**src/rtl/hbdb_pkg.sv**
```systemverilog
package hbdb_pkg;
  localparam int LEGS     = 2;
  localparam int LEG_HIGH = 0;
  localparam int LEG_LOW  = 1;

  // A strobe plus the PWM level it refers to.
  typedef struct packed {
    logic strobe;
    logic level;
  } pwm_evt_t;

  // Level of pwm_in at which a given leg conducts.
  function automatic logic leg_active_level(int leg);
    return (leg == LEG_HIGH) ? 1'b1 : 1'b0;
  endfunction
endpackage

```
**src/rtl/hbdb_edge_detect.sv**
```systemverilog
module hbdb_edge_detect
  import hbdb_pkg::*;
(
  input  logic     clk,
  input  logic     rst_n,
  input  logic     pwm_in,
  output pwm_evt_t evt
);
  logic pwm_q;
  logic primed;

  always_ff @(posedge clk or negedge rst_n) begin
    if (!rst_n) begin
      pwm_q  <= 1'b0;
      primed <= 1'b0;
    end else begin
      pwm_q  <= pwm_in;
      primed <= 1'b1;
    end
  end

  // The first sampled edge after reset counts as a transition.
  assign evt.strobe = !primed || (pwm_in != pwm_q);
  assign evt.level  = pwm_in;
endmodule

```
**src/rtl/hbdb_delay_cfg.sv**
```systemverilog
module hbdb_delay_cfg #(
  parameter int DLY_W = 7
) (
  input  logic             clk,
  input  logic             rst_n,
  input  logic             wr,
  input  logic [DLY_W-1:0] wdata,
  output logic [DLY_W-1:0] value
);
  always_ff @(posedge clk or negedge rst_n) begin
    if (!rst_n)  value <= '0;
    else if (wr) value <= wdata;
  end
endmodule

```
**src/rtl/hbdb_dead_timer.sv**
```systemverilog
module hbdb_dead_timer
  import hbdb_pkg::*;
#(
  parameter int DLY_W = 7
) (
  input  logic             clk,
  input  logic             rst_n,
  input  pwm_evt_t         evt,
  input  logic [DLY_W-1:0] load_val,
  input  logic             tick,
  output pwm_evt_t         fire
);
  localparam logic [DLY_W-1:0] ONE = DLY_W'(1);

  logic [DLY_W-1:0] cnt;
  logic             pending;
  logic             tgt;
  logic             zero_load;
  logic             expire;

  assign zero_load = (load_val == '0);
  // A new transition on the same edge overrides expiry.
  assign expire    = pending && tick && (cnt == ONE) && !evt.strobe;

  always_ff @(posedge clk or negedge rst_n) begin
    if (!rst_n) begin
      cnt     <= '0;
      pending <= 1'b0;
      tgt     <= 1'b0;
    end else if (evt.strobe) begin
      cnt     <= load_val;
      pending <= !zero_load;
      tgt     <= evt.level;
    end else if (pending && tick) begin
      if (cnt == ONE) pending <= 1'b0;
      else            cnt     <= cnt - ONE;
    end
  end

  assign fire.strobe = (evt.strobe && zero_load) || expire;
  assign fire.level  = evt.strobe ? evt.level : tgt;
endmodule

```
**src/rtl/hbdb_leg.sv**
```systemverilog
module hbdb_leg
  import hbdb_pkg::*;
#(
  parameter logic ACT_LEVEL = 1'b1
) (
  input  logic     clk,
  input  logic     rst_n,
  input  pwm_evt_t evt,
  input  pwm_evt_t fire,
  output logic     drv
);
  always_ff @(posedge clk or negedge rst_n) begin
    if (!rst_n)                                    drv <= 1'b0;
    else if (fire.strobe && fire.level == ACT_LEVEL) drv <= 1'b1;
    else if (evt.strobe && evt.level != ACT_LEVEL)   drv <= 1'b0;
  end
endmodule

```
**src/rtl/hbdb_gen.sv**
```systemverilog
module hbdb_gen
  import hbdb_pkg::*;
#(
  parameter int DLY_W = 7
) (
  input  logic             clk,
  input  logic             rst_n,
  input  logic             pwm_in,
  input  logic             unit_tick,
  input  logic             dly_wr,
  input  logic [DLY_W-1:0] dly_wdata,
  output logic [DLY_W-1:0] dly_value,
  output logic             drv_high,
  output logic             drv_low
);
  pwm_evt_t        evt;
  pwm_evt_t        fire;
  logic [LEGS-1:0] drv;

  hbdb_edge_detect u_edge (
    .clk    (clk),
    .rst_n  (rst_n),
    .pwm_in (pwm_in),
    .evt    (evt)
  );

  hbdb_delay_cfg #(.DLY_W(DLY_W)) u_cfg (
    .clk   (clk),
    .rst_n (rst_n),
    .wr    (dly_wr),
    .wdata (dly_wdata),
    .value (dly_value)
  );

  hbdb_dead_timer #(.DLY_W(DLY_W)) u_timer (
    .clk      (clk),
    .rst_n    (rst_n),
    .evt      (evt),
    .load_val (dly_value),
    .tick     (unit_tick),
    .fire     (fire)
  );

  for (genvar g = 0; g < LEGS; g++) begin : g_leg
    hbdb_leg #(.ACT_LEVEL(leg_active_level(g))) u_leg (
      .clk   (clk),
      .rst_n (rst_n),
      .evt   (evt),
      .fire  (fire),
      .drv   (drv[g])
    );
  end

  assign drv_high = drv[LEG_HIGH];
  assign drv_low  = drv[LEG_LOW];
endmodule

```
**config.mk**
```make
export PLATFORM = sky130hd
export DESIGN_NAME = hbdb_gen
export DESIGN_NICKNAME = d
export VERILOG_FILES = /design/src/rtl/hbdb_pkg.sv /design/src/rtl/hbdb_edge_detect.sv /design/src/rtl/hbdb_delay_cfg.sv /design/src/rtl/hbdb_dead_timer.sv /design/src/rtl/hbdb_leg.sv /design/src/rtl/hbdb_gen.sv
export SDC_FILE = /design/constraint.sdc
export NUM_CORES = 1
export LEC_CHECK = 0
export ABC_AREA = 1
export BUFFER_PORTS_ARGS = -buffer_cell sky130_fd_sc_hd__clkbuf_2
export CAP_MARGIN = 30
export CORE_MARGIN = 2
export CORE_UTILIZATION = 40
export DETAILED_ROUTE_END_ITERATION = 16
export PLACE_DENSITY = 0.71
export SLEW_MARGIN = 10
export SYNTH_ARGS = -nofsm -noshare
export SYNTH_HDL_FRONTEND = slang
export SYNTH_SLANG_ARGS = --single-unit
```
**constraint.sdc**
```tcl
create_clock -name clk -period 3.4 [get_ports clk]
set_clock_uncertainty 0.1 [all_clocks]
set_input_delay 0.68 -clock clk [delete_from_list [all_inputs] [get_ports clk]]
set_output_delay 0.68 -clock clk [all_outputs]
set_load 0.01 [all_outputs]
```
==> flow_summary.json, run 1 <==
{
  "initial_utilization_pct": 42.3,
  "diodes": 0,
  "power.density_mw_per_mm2": 451,
  "final_layout_size_suffix_gt1_share_pct": 28.0,
  "grt_pass1_wl_um": 3430,
  "track_usage_pct": 13.8,
  "hp-class": "in -> async",
  "fin_setup_tns_ns": 0,
  "grt_pass1_vias": 853,
  "dp_cells": 176,
  "drcViolationCount": 0,
  "post-route-util_pct": 48.6,
  "critPathMaxFanout": 4,
  "cp_top_family": "flip-flops",
  "power_mw": 0.549,
  "worst-path-buf-inv": 1,
  "initialDrtViolationCount": 15,
  "setup_viol": 0,
  "dp_hpwl_um": 1530,
  "port_buffers": 20,
  "postCtsSetupBuffers": 0,
  "final_common_cell": "nand2_1",
  "synth.avg_cell_area_um2": 8.26,
  "yosys.cell_types.count": 23,
  "cts_buffers": 3,
  "path_cells": "clkbuf_2",
  "clk_latency_ns": 0.31,
  "drv_cap": 0,
  "peakVddDrop_mv": 0.288,
  "crit_arrival_ns": 0.86,
  "num_rows": 18,
  "cp-end-kind": "output pin",
  "clkSinkCount": 20,
  "fin_cells": 180,
  "ys_warn_count": 0,
  "crit_type": "reg -> out",
  "postRouteWirelength_um": 1950,
  "leakagePower_nw": 0.619,
  "layout_min_cycle_time_ns": 1.64,
  "root_buffer": "clkbuf_4",
  "wl_per_cell_um": 10.8,
  "cts_tree": "built",
  "synthCells": 128,
  "io_pins": 21,
  "routed_via_density": 4.86,
  "dieArea_mm2": 0.00307,
  "rsz0062_at_grt": "false",
  "ys_ff_latch": 20,
  "syn_area_mm2": 0.00106,
  "core_mm2": 0.00250,
  "fmax_ghz": 0.608,
  "outcome": "finished, final reports clean",
  "fin_ws_ns": 1.76,
  "die_w_um": 55.4,
  "slowest_stage": "dfrtp_1",
  "ant_nets": 0,
  "fin_crit_sh_pct": 48.4,
  "area_growth_pct": 15.0,
  "fp.dieH_um": 55.4,
  "cts_hold_buf": 0,
  "firstDrtPassIters": 6,
  "final_cell_mix": "nand2_1 (33), dfrtp_1 (20), clkbuf_2 (20)",
  "required_ns": 2.62,
  "slowest_delay_ns": 0.42,
  "grt_max_degree": 21,
  "cp-start-kind": "flop",
  "clk_pin_slew_ns": 0.12,
  "gp_congestion": 0.874,
  "hold_violations": 0,
  "cts_resized": 0,
  "vias": 874,
  "h-tree-depth": 1,
  "slew_viol_final": 0,
  "dp_slack_ns": 1.57,
  "fillers": 245,
  "syn_nets": 142,
  "grt_overflow": 0,
  "nNetsFinal": 165,
  "yosysSeqAreaShare_pct": 47.3,
  "clk_path_buf_depth": 2,
  "antenna_found_initial": 0
}
-- cell type report --
type | instances | area (um^2) | area share (%)
Timing Repair Buffer | 20 | 100 | 8.23
Clock buffer | 4 | 36.3 | 2.98
Tap cell | 30 | 37.5 | 3.09
Inverter | 17 | 63.8 | 5.25
Multi-Input combinational cell | 89 | 478 | 39.3
Sequential cell | 20 | 500 | 41.2
-- where the power goes --
part	switching [mW]	internal (mW)
Combinational	0.0764	0.0493
Sequential	0.0201	0.263
Clock	0.0749	0.0654
-- cell usage after synthesis --
cell      count  share of area, %
a21oi_1       1              0.47
buf_6         1               1.1
clkbuf_1      1              0.35
conb_1        1              0.35
dfrtp_1      20                47
ha_1          2               2.4
inv_1        15               5.3
inv_2         2              0.71
mux2_2        2               2.1
nand2_1      33                12
nand2_2       5               3.0
nand3_1      15               7.1
nand3_2       1              0.95
nor2_1        7               2.5
nor2_2        2               1.2
nor2_4        3               3.2
nor3_1        1              0.47
o21ai_0       5               2.4
o21ai_1       4               1.9
o21ai_2       2               1.7
or2_2         1              0.59
xnor2_1       1              0.83
xor2_1        3               2.5
-- final timing paths --
path	end	slack (ns)	cells past startpoint	startpoint
min reg2reg	g_leg[1].u_leg.drv	0.39	2	g_leg[1].u_leg.drv
min	u_edge.pwm_q	0.21	1	rst_n
min in group clk	g_leg[1].u_leg.drv	0.39	2	g_leg[1].u_leg.drv
max reg2reg	u_timer.cnt[2]	1.91	6	u_timer.cnt[0]
max in group asynchronous	u_timer.cnt[4]	2.66	1	rst_n
max	dly_value[3]	1.76	1	u_cfg.value[3]
-- cell families (layout without fill, tap and decap cells) --
family	Yosys count	count (layout)	share of synthesized area, %
buf+inv	19	41	7.46
other cells	1	1	0.355
xor+xnor	4	4	3.31
flops	20	20	47.3
mux	2	2	2.13
compound gates	12	12	6.39
simple gates	68	68	30.7
fa+ha+maj	2	2	2.37
-- per-stage QoR --
| step | cell area [um^2] | hold slack [ns] |
|---|---|---|
| after floorplan | 1060 | 0.284 |
| after global placement | 1180 | 0.365 |
| after detailed placement | 1180 | 0.377 |
| after CTS | 1220 | 0.226 |
| after global routing | 1220 | 0.249 |
| final | 1220 | 0.207 |
-- metal layers --
layer | share of wire, % | GRT usage [%] | vias to the layer above
met5 | 0 | 0 | -
met4 | 1.6 | 6.27 | 0
met3 | 4.0 | 1.64 | 4
met2 | 49 | 24.5 | 20
met1 | 45 | 16.5 | 407
li1 | - | - | 443
-- registers in the layout (all words and copies together), names as in the netlist --
signal,cells
u_timer.cnt,7
u_timer.tgt,1
g_leg.u_leg.drv,2
u_timer.pending,1
u_edge.primed,1
u_edge.pwm_q,1
u_cfg.value,7
(Power assumes the default switching activity.)
==> run 2, diff against run 1 <==
- ABC_AREA: 1 -> 0
- PLACE_DENSITY: 0.71 -> 0.74
- clock period: 3.4 -> 1.5 ns (I/O delays scaled with it)
==> flow_summary.json, run 2 <==
{
  "outcome": "complete, but fails checks",
  "violations": "negative setup slack",
  "slew_viol_final": 0,
  "hold_violations": 0,
  "initialDrtViolationCount": 13,
  "area_growth_pct": 42.8,
  "clk_latency_ns": 0.29,
  "tightest_slew_ns": 0.500,
  "placed_area_mm2": 0.00123,
  "ys_warn_count": 0,
  "core_mm2": 0.00228,
  "critPathMaxFanout": 3,
  "power_mw": 1.34,
  "postRouteWirelength_um": 2140,
  "ff2ff_setup_slack_ns": -0.14,
  "clkSinkCount": 20,
  "grt_pass1_wl_um": 3390,
  "grt-busiest-layer": "met2",
  "synth_largest_area_cell": "dfrtp_1",
  "grtUsageMet1_pct": 24.4,
  "yosys.cell_types.count": 29,
  "synth.top_cells.by_count": "dfrtp_1 (20), nand2_1 (10), mux2_2 (8)",
  "use_met3_pct": 1.11,
  "final_layout_size_suffix_gt1_share_pct": 51.5,
  "fmax_ghz": 0.609,
  "synth_enable_flop_cells": 0,
  "fp.dieH_um": 53.6,
  "ys_ff_latch": 20,
  "regArea_um2": 504,
  "cts_buffers": 3,
  "wl_per_cell_um": 13.4,
  "required_ns": 1.58,
  "synthCells": 93,
  "num_rows": 17,
  "final_common_cell": "clkbuf_2",
  "layout_min_cycle_time_ns": 1.64,
  "dieArea_mm2": 0.00287,
  "final_cell_mix": "clkbuf_2 (20), dfrtp_1 (17), buf_4 (15)",
  "dp_hpwl_um": 1510,
  "ant_nets": 0,
  "port_buffers": 20,
  "io_pins": 21,
  "vias": 820,
  "fin_ws_ns": -0.142,
  "grt_pass1_vias": 741,
  "fillers": 174,
  "drv_cap": 0,
  "synth_flop_cell": "dfrtp_1",
  "h-tree-depth": 1,
  "clk_pin_slew_ns": 0.11,
  "crit_top_cell": "or3_4",
  "peakVddDrop_mv": 0.952,
  "rsz0062_at_grt": "true",
  "syn_nets": 107,
  "path_cells": "or3_4 > or3_4 > mux2i_1 > o21ai_1",
  "crit_arrival_ns": 1.72,
  "synth.avg_cell_area_um2": 10.6,
  "crit_type": "reg -> reg",
  "power.density_mw_per_mm2": 952,
  "clk_path_buf_depth": 2,
  "slowest_stage": "dfrtp_1",
  "stdcell_area_mm2": 0.00141,
  "grt_max_degree": 21,
  "diodes": 0,
  "slowest_delay_ns": 0.44,
  "antenna_found_initial": 0,
  "initial_utilization_pct": 43.3,
  "syn_area_um2": 985,
  "leakagePower_nw": 0.615,
  "root_buffer": "clkbuf_4",
  "die_w_um": 53.6,
  "use_met2_pct": 25.1,
  "cp_top_family": "simple AND/OR/NAND/NOR gates",
  "cp-end-kind": "flop",
  "cts_tree": "built",
  "synthArstFlopShare_pct": 100,
  "routed_via_density": 5.13,
  "yosys.area.top_type_share_pct": 50.8,
  "yosysSeqAreaShare_pct": 50.8,
  "nNetsFinal": 147,
  "worst-path-buf-inv": 0,
  "ys_top_cells_by_area": "dfrtp_1 (51%), mux2_2 (9.1%), nand2_1 (3.8%)",
  "grt_overflow": 0,
  "drcViolationCount": 0,
  "track_usage_pct": 16.6,
  "reg_top3": "u_cfg.value: 7 flops, u_timer.cnt: 7 flops, g_leg.u_leg.drv: 2 flops",
  "cp-start-kind": "flop",
  "yosysMostFrequentCell": "dfrtp_1",
  "gp_congestion": 0.817,
  "setup_viol": 8,
  "fin_crit_sh_pct": 109,
  "multi_input_area_um2": 592,
  "max-slew-margin-rel_pct": 66.7,
  "hp-class": "in -> reg",
  "firstDrtPassIters": 4
}
==> run 2: final timing paths <==
| check | startpoint | to | cells past startpoint |
|---|---|---|---|
| max | u_timer.cnt[4] | u_timer.cnt[6] | 4 |
| min | dly_wdata[1] | u_cfg.value[1] | 2 |
| max reg2reg | u_timer.cnt[4] | u_timer.cnt[6] | 4 |
| min reg2reg | u_cfg.value[4] | u_timer.cnt[4] | 2 |
| max in group asynchronous | rst_n | u_timer.cnt[0] | 2 |
| min in group asynchronous | rst_n | u_timer.cnt[1] | 2 |
==> run 2: final cells by class <==
cell class | instances | area share (%)
inverter | 4 | 1.07
clock buffer | 4 | 1.87
multi-input combinational | 67 | 42.1
timing repair buffer | 37 | 16.6
tap | 28 | 2.49
sequential | 20 | 35.9
==> run 2: logic make-up (layout without fill, tap and decap cells) <==
logic type / Yosys count / in the layout / synth area share (%)
AO/OA/AOI/OAI: 22 / 22 / 13.7
XOR/XNOR: 4 / 4 / 3.56
adder cells (fa/ha/maj): 2 / 2 / 2.54
buffers and inverters: 6 / 45 / 2.41
flip-flops: 20 / 20 / 50.8
multiplexers: 11 / 11 / 12.2
other: 1 / 1 / 0.381
AND/OR/NAND/NOR: 27 / 27 / 14.4
==> run 2: metal layers <==
metal / vias to the layer above / routed length (um)
met5: - / 0
met4: 0 / 36
met3: 2 / 52
met2: 13 / 1090
met1: 391 / 963
li1: 414 / -
==> run 2: what timing repair did <==
| item | in CTS | in global routing |
|---|---|---|
| resized for setup | 5 | 16 |
| pin swaps | 2 | 6 |
| hold buffers | 1 | 0 |
| setup buffers | 3 | 1 |
| endpoints found under the hold margin | 20 | 0 |
| setup endpoints to repair | 9 | 10 |
==> run 2: report_power, final <==
part / total (mW) / switching, mW / internal [mW]
clock network: 0.258 / 0.155 / 0.103
registers: 0.670 / 0.0726 / 0.597
logic: 0.411 / 0.190 / 0.221
==> run 2: metrics by stage <==
step	setup TNS (ns)	cells	hold slack, ns	setup WS [ns]	util, %
2_1_floorplan	-0.105	93	-0.0956	-0.0521	-
3_3_place_gp	-0.454	151	0.181	-0.116	54.2
3_5_place_dp	-0.501	151	0.179	-0.166	54.2
4_1_cts	-0.549	159	0.130	-0.105	57.7
5_1_grt	-1.38	160	0.134	-0.185	61.8
6_report	-0.587	160	0.132	-0.142	61.8
==> run 2: worst reg2reg max path, cell delays in order, from the launching register on <==
cell and delay [ns]:
dfrtp_1 0.44, or3_4 0.43, or3_4 0.34, mux2i_1 0.15
o21ai_1 0.08
==> run 3, diff against run 2 <==
- CORE_UTILIZATION: 40 -> 47
- PLACE_DENSITY: 0.74 -> 0.83
==> flow_summary.json, run 3 (synthesis gave the netlist of run 2 again) <==
{
  "root_buffer": "clkbuf_4",
  "grt_max_degree": 21,
  "initial_utilization_pct": 50.2,
  "postRouteWirelength_um": 2240,
  "drcViolationCount": 0,
  "required_ns": 1.59,
  "cts_tree": "built",
  "clk_path_buf_depth": 2,
  "slew_viol_final": 0,
  "antenna_found_initial": 0,
  "slowest_stage": "dfrtp_1",
  "clkSinkCount": 20,
  "seq_power_share_pct": 49.5,
  "nNetsFinal": 151,
  "power.density_mw_per_mm2": 970,
  "firstDrtPassIters": 4,
  "rsz0062_at_grt": "true",
  "clk_latency_ns": 0.30,
  "grt_pass1_wl_um": 3950,
  "final_cell_mix": "clkbuf_2 (20), buf_4 (20), dfrtp_1 (18)",
  "leakagePower_nw": 0.624,
  "layout_min_cycle_time_ns": 1.60,
  "routed_via_density": 5.31,
  "dp_hpwl_um": 1610,
  "fp.dieH_um": 49.8,
  "p_sw_share_pct": 31.1,
  "io_pins": 21,
  "initialDrtViolationCount": 18,
  "gp_congestion": 0.874,
  "clk_pin_slew_ns": 0.11,
  "cp-end-kind": "flop",
  "fin_crit_sh_pct": 107,
  "p_switching_mw": 0.419,
  "fin_setup_tns_ns": -0.413,
  "die_w_um": 49.8,
  "critPathMaxFanout": 3,
  "grt_pass1_vias": 912,
  "track_usage_pct": 20.9,
  "reg_top3": "u_cfg.value: 7 flops, u_timer.cnt: 7 flops, g_leg.u_leg.drv: 2 flops",
  "cp-start-kind": "flop",
  "fmax_ghz": 0.626,
  "slowest_delay_ns": 0.43,
  "cp_top_family": "simple AND/OR/NAND/NOR gates",
  "area_growth_pct": 40.9,
  "final_layout_size_suffix_gt1_share_pct": 50.7,
  "hold_violations": 0,
  "port_buffers": 20,
  "crit_arrival_ns": 1.69,
  "ant_nets": 0,
  "dieArea_mm2": 0.00248,
  "max-slew-margin-rel_pct": 65.9,
  "violations": "negative setup slack",
  "diodes": 0,
  "fin_ws_ns": -0.0986,
  "clkPwrFrac_pct": 19.9,
  "h-tree-depth": 1,
  "hp-class": "in -> reg",
  "setup_viol": 9,
  "p_comb_share_pct": 30.6,
  "num_rows": 16,
  "power_mw": 1.35,
  "peakVddDrop_mv": 0.675,
  "grt_overflow": 0,
  "path_cells": "or3_4 > or3_1 > mux2i_1 > o21ai_1",
  "core_mm2": 0.00196,
  "outcome": "complete, but fails checks",
  "drv_cap": 0,
  "internal_power_mw": 0.927,
  "worst-path-buf-inv": 0,
  "cts_buffers": 3,
  "tightest_slew_ns": 0.511,
  "vias": 865,
  "wl_per_cell_um": 13.8,
  "crit_type": "reg -> reg"
}
-- run 3: path summary, 6_finish.rpt --
check	startpoint	end	slack [ns]	cells after the start
worst min register to register	u_cfg.value[4]	u_timer.cnt[4]	0.46	2
worst max-delay path	u_timer.cnt[4]	u_timer.cnt[6]	-0.1	4
worst min-delay path	dly_wdata[0]	u_cfg.value[0]	0.12	2
min in group asynchronous	rst_n	u_edge.pwm_q	0.40	2
max in group asynchronous	rst_n	u_timer.cnt[2]	0.53	2
worst max register to register	u_timer.cnt[4]	u_timer.cnt[6]	-0.1	4
-- run 3: worst reg2reg max path: stages, from the launching register on --
cell and delay (ns):
dfrtp_1 0.43, or3_4 0.40, or3_1 0.33, mux2i_1 0.16, o21ai_1 0.07
-- run 3: layout make-up --
type,instances,area [um^2]
Sequential cell,20,503
Clock buffer,4,26.3
Multi-Input combinational cell,67,549
Inverter,4,15.0
Fill cell,164,574
Tap cell,27,33.8
Timing Repair Buffer,41,260
-- run 3: metrics by stage --
step,worst slack (ns),utilization [%],hold slack [ns],area [um^2],cells
global placement,-0.0747,63.9,0.179,1250,153
detailed placement,-0.110,63.9,0.186,1250,153
CTS,-0.0989,68.3,0.123,1340,160
floorplan,-0.0521,-,-0.0956,1020,93
finish,-0.0986,70.7,0.123,1390,163
global route,-0.178,70.7,0.114,1390,163
-- run 3: per-layer routing --
layer,global-route usage [%],share of wire (%),routed length [um],vias up
li1,-,-,-,419
met1,25.7,46,1030,411
met2,35.1,47,1060,31
met3,3.64,5.4,121,4
met4,10.2,1.7,38,0
met5,0,0,0,-
-- run 3: power by group through the flow --
stage / Sequential, mW / Combinational, mW / Clock [mW]
floorplan: 0.677 / 0.167 / 0
finish: 0.667 / 0.412 / 0.268
global route: 0.676 / 0.456 / 0.287
global placement: 0.665 / 0.331 / 0
CTS: 0.664 / 0.377 / 0.269
detailed placement: 0.672 / 0.344 / 0
-- run 3: what timing repair did --
action / CTS / global route
buffers inserted: 2 / 3
gates resized for setup: 7 / 6
hold buffers: 1 / 0
hold endpoints to repair: 20 / 0
setup endpoints to repair: 9 / 10
pin swaps: 5 / 5
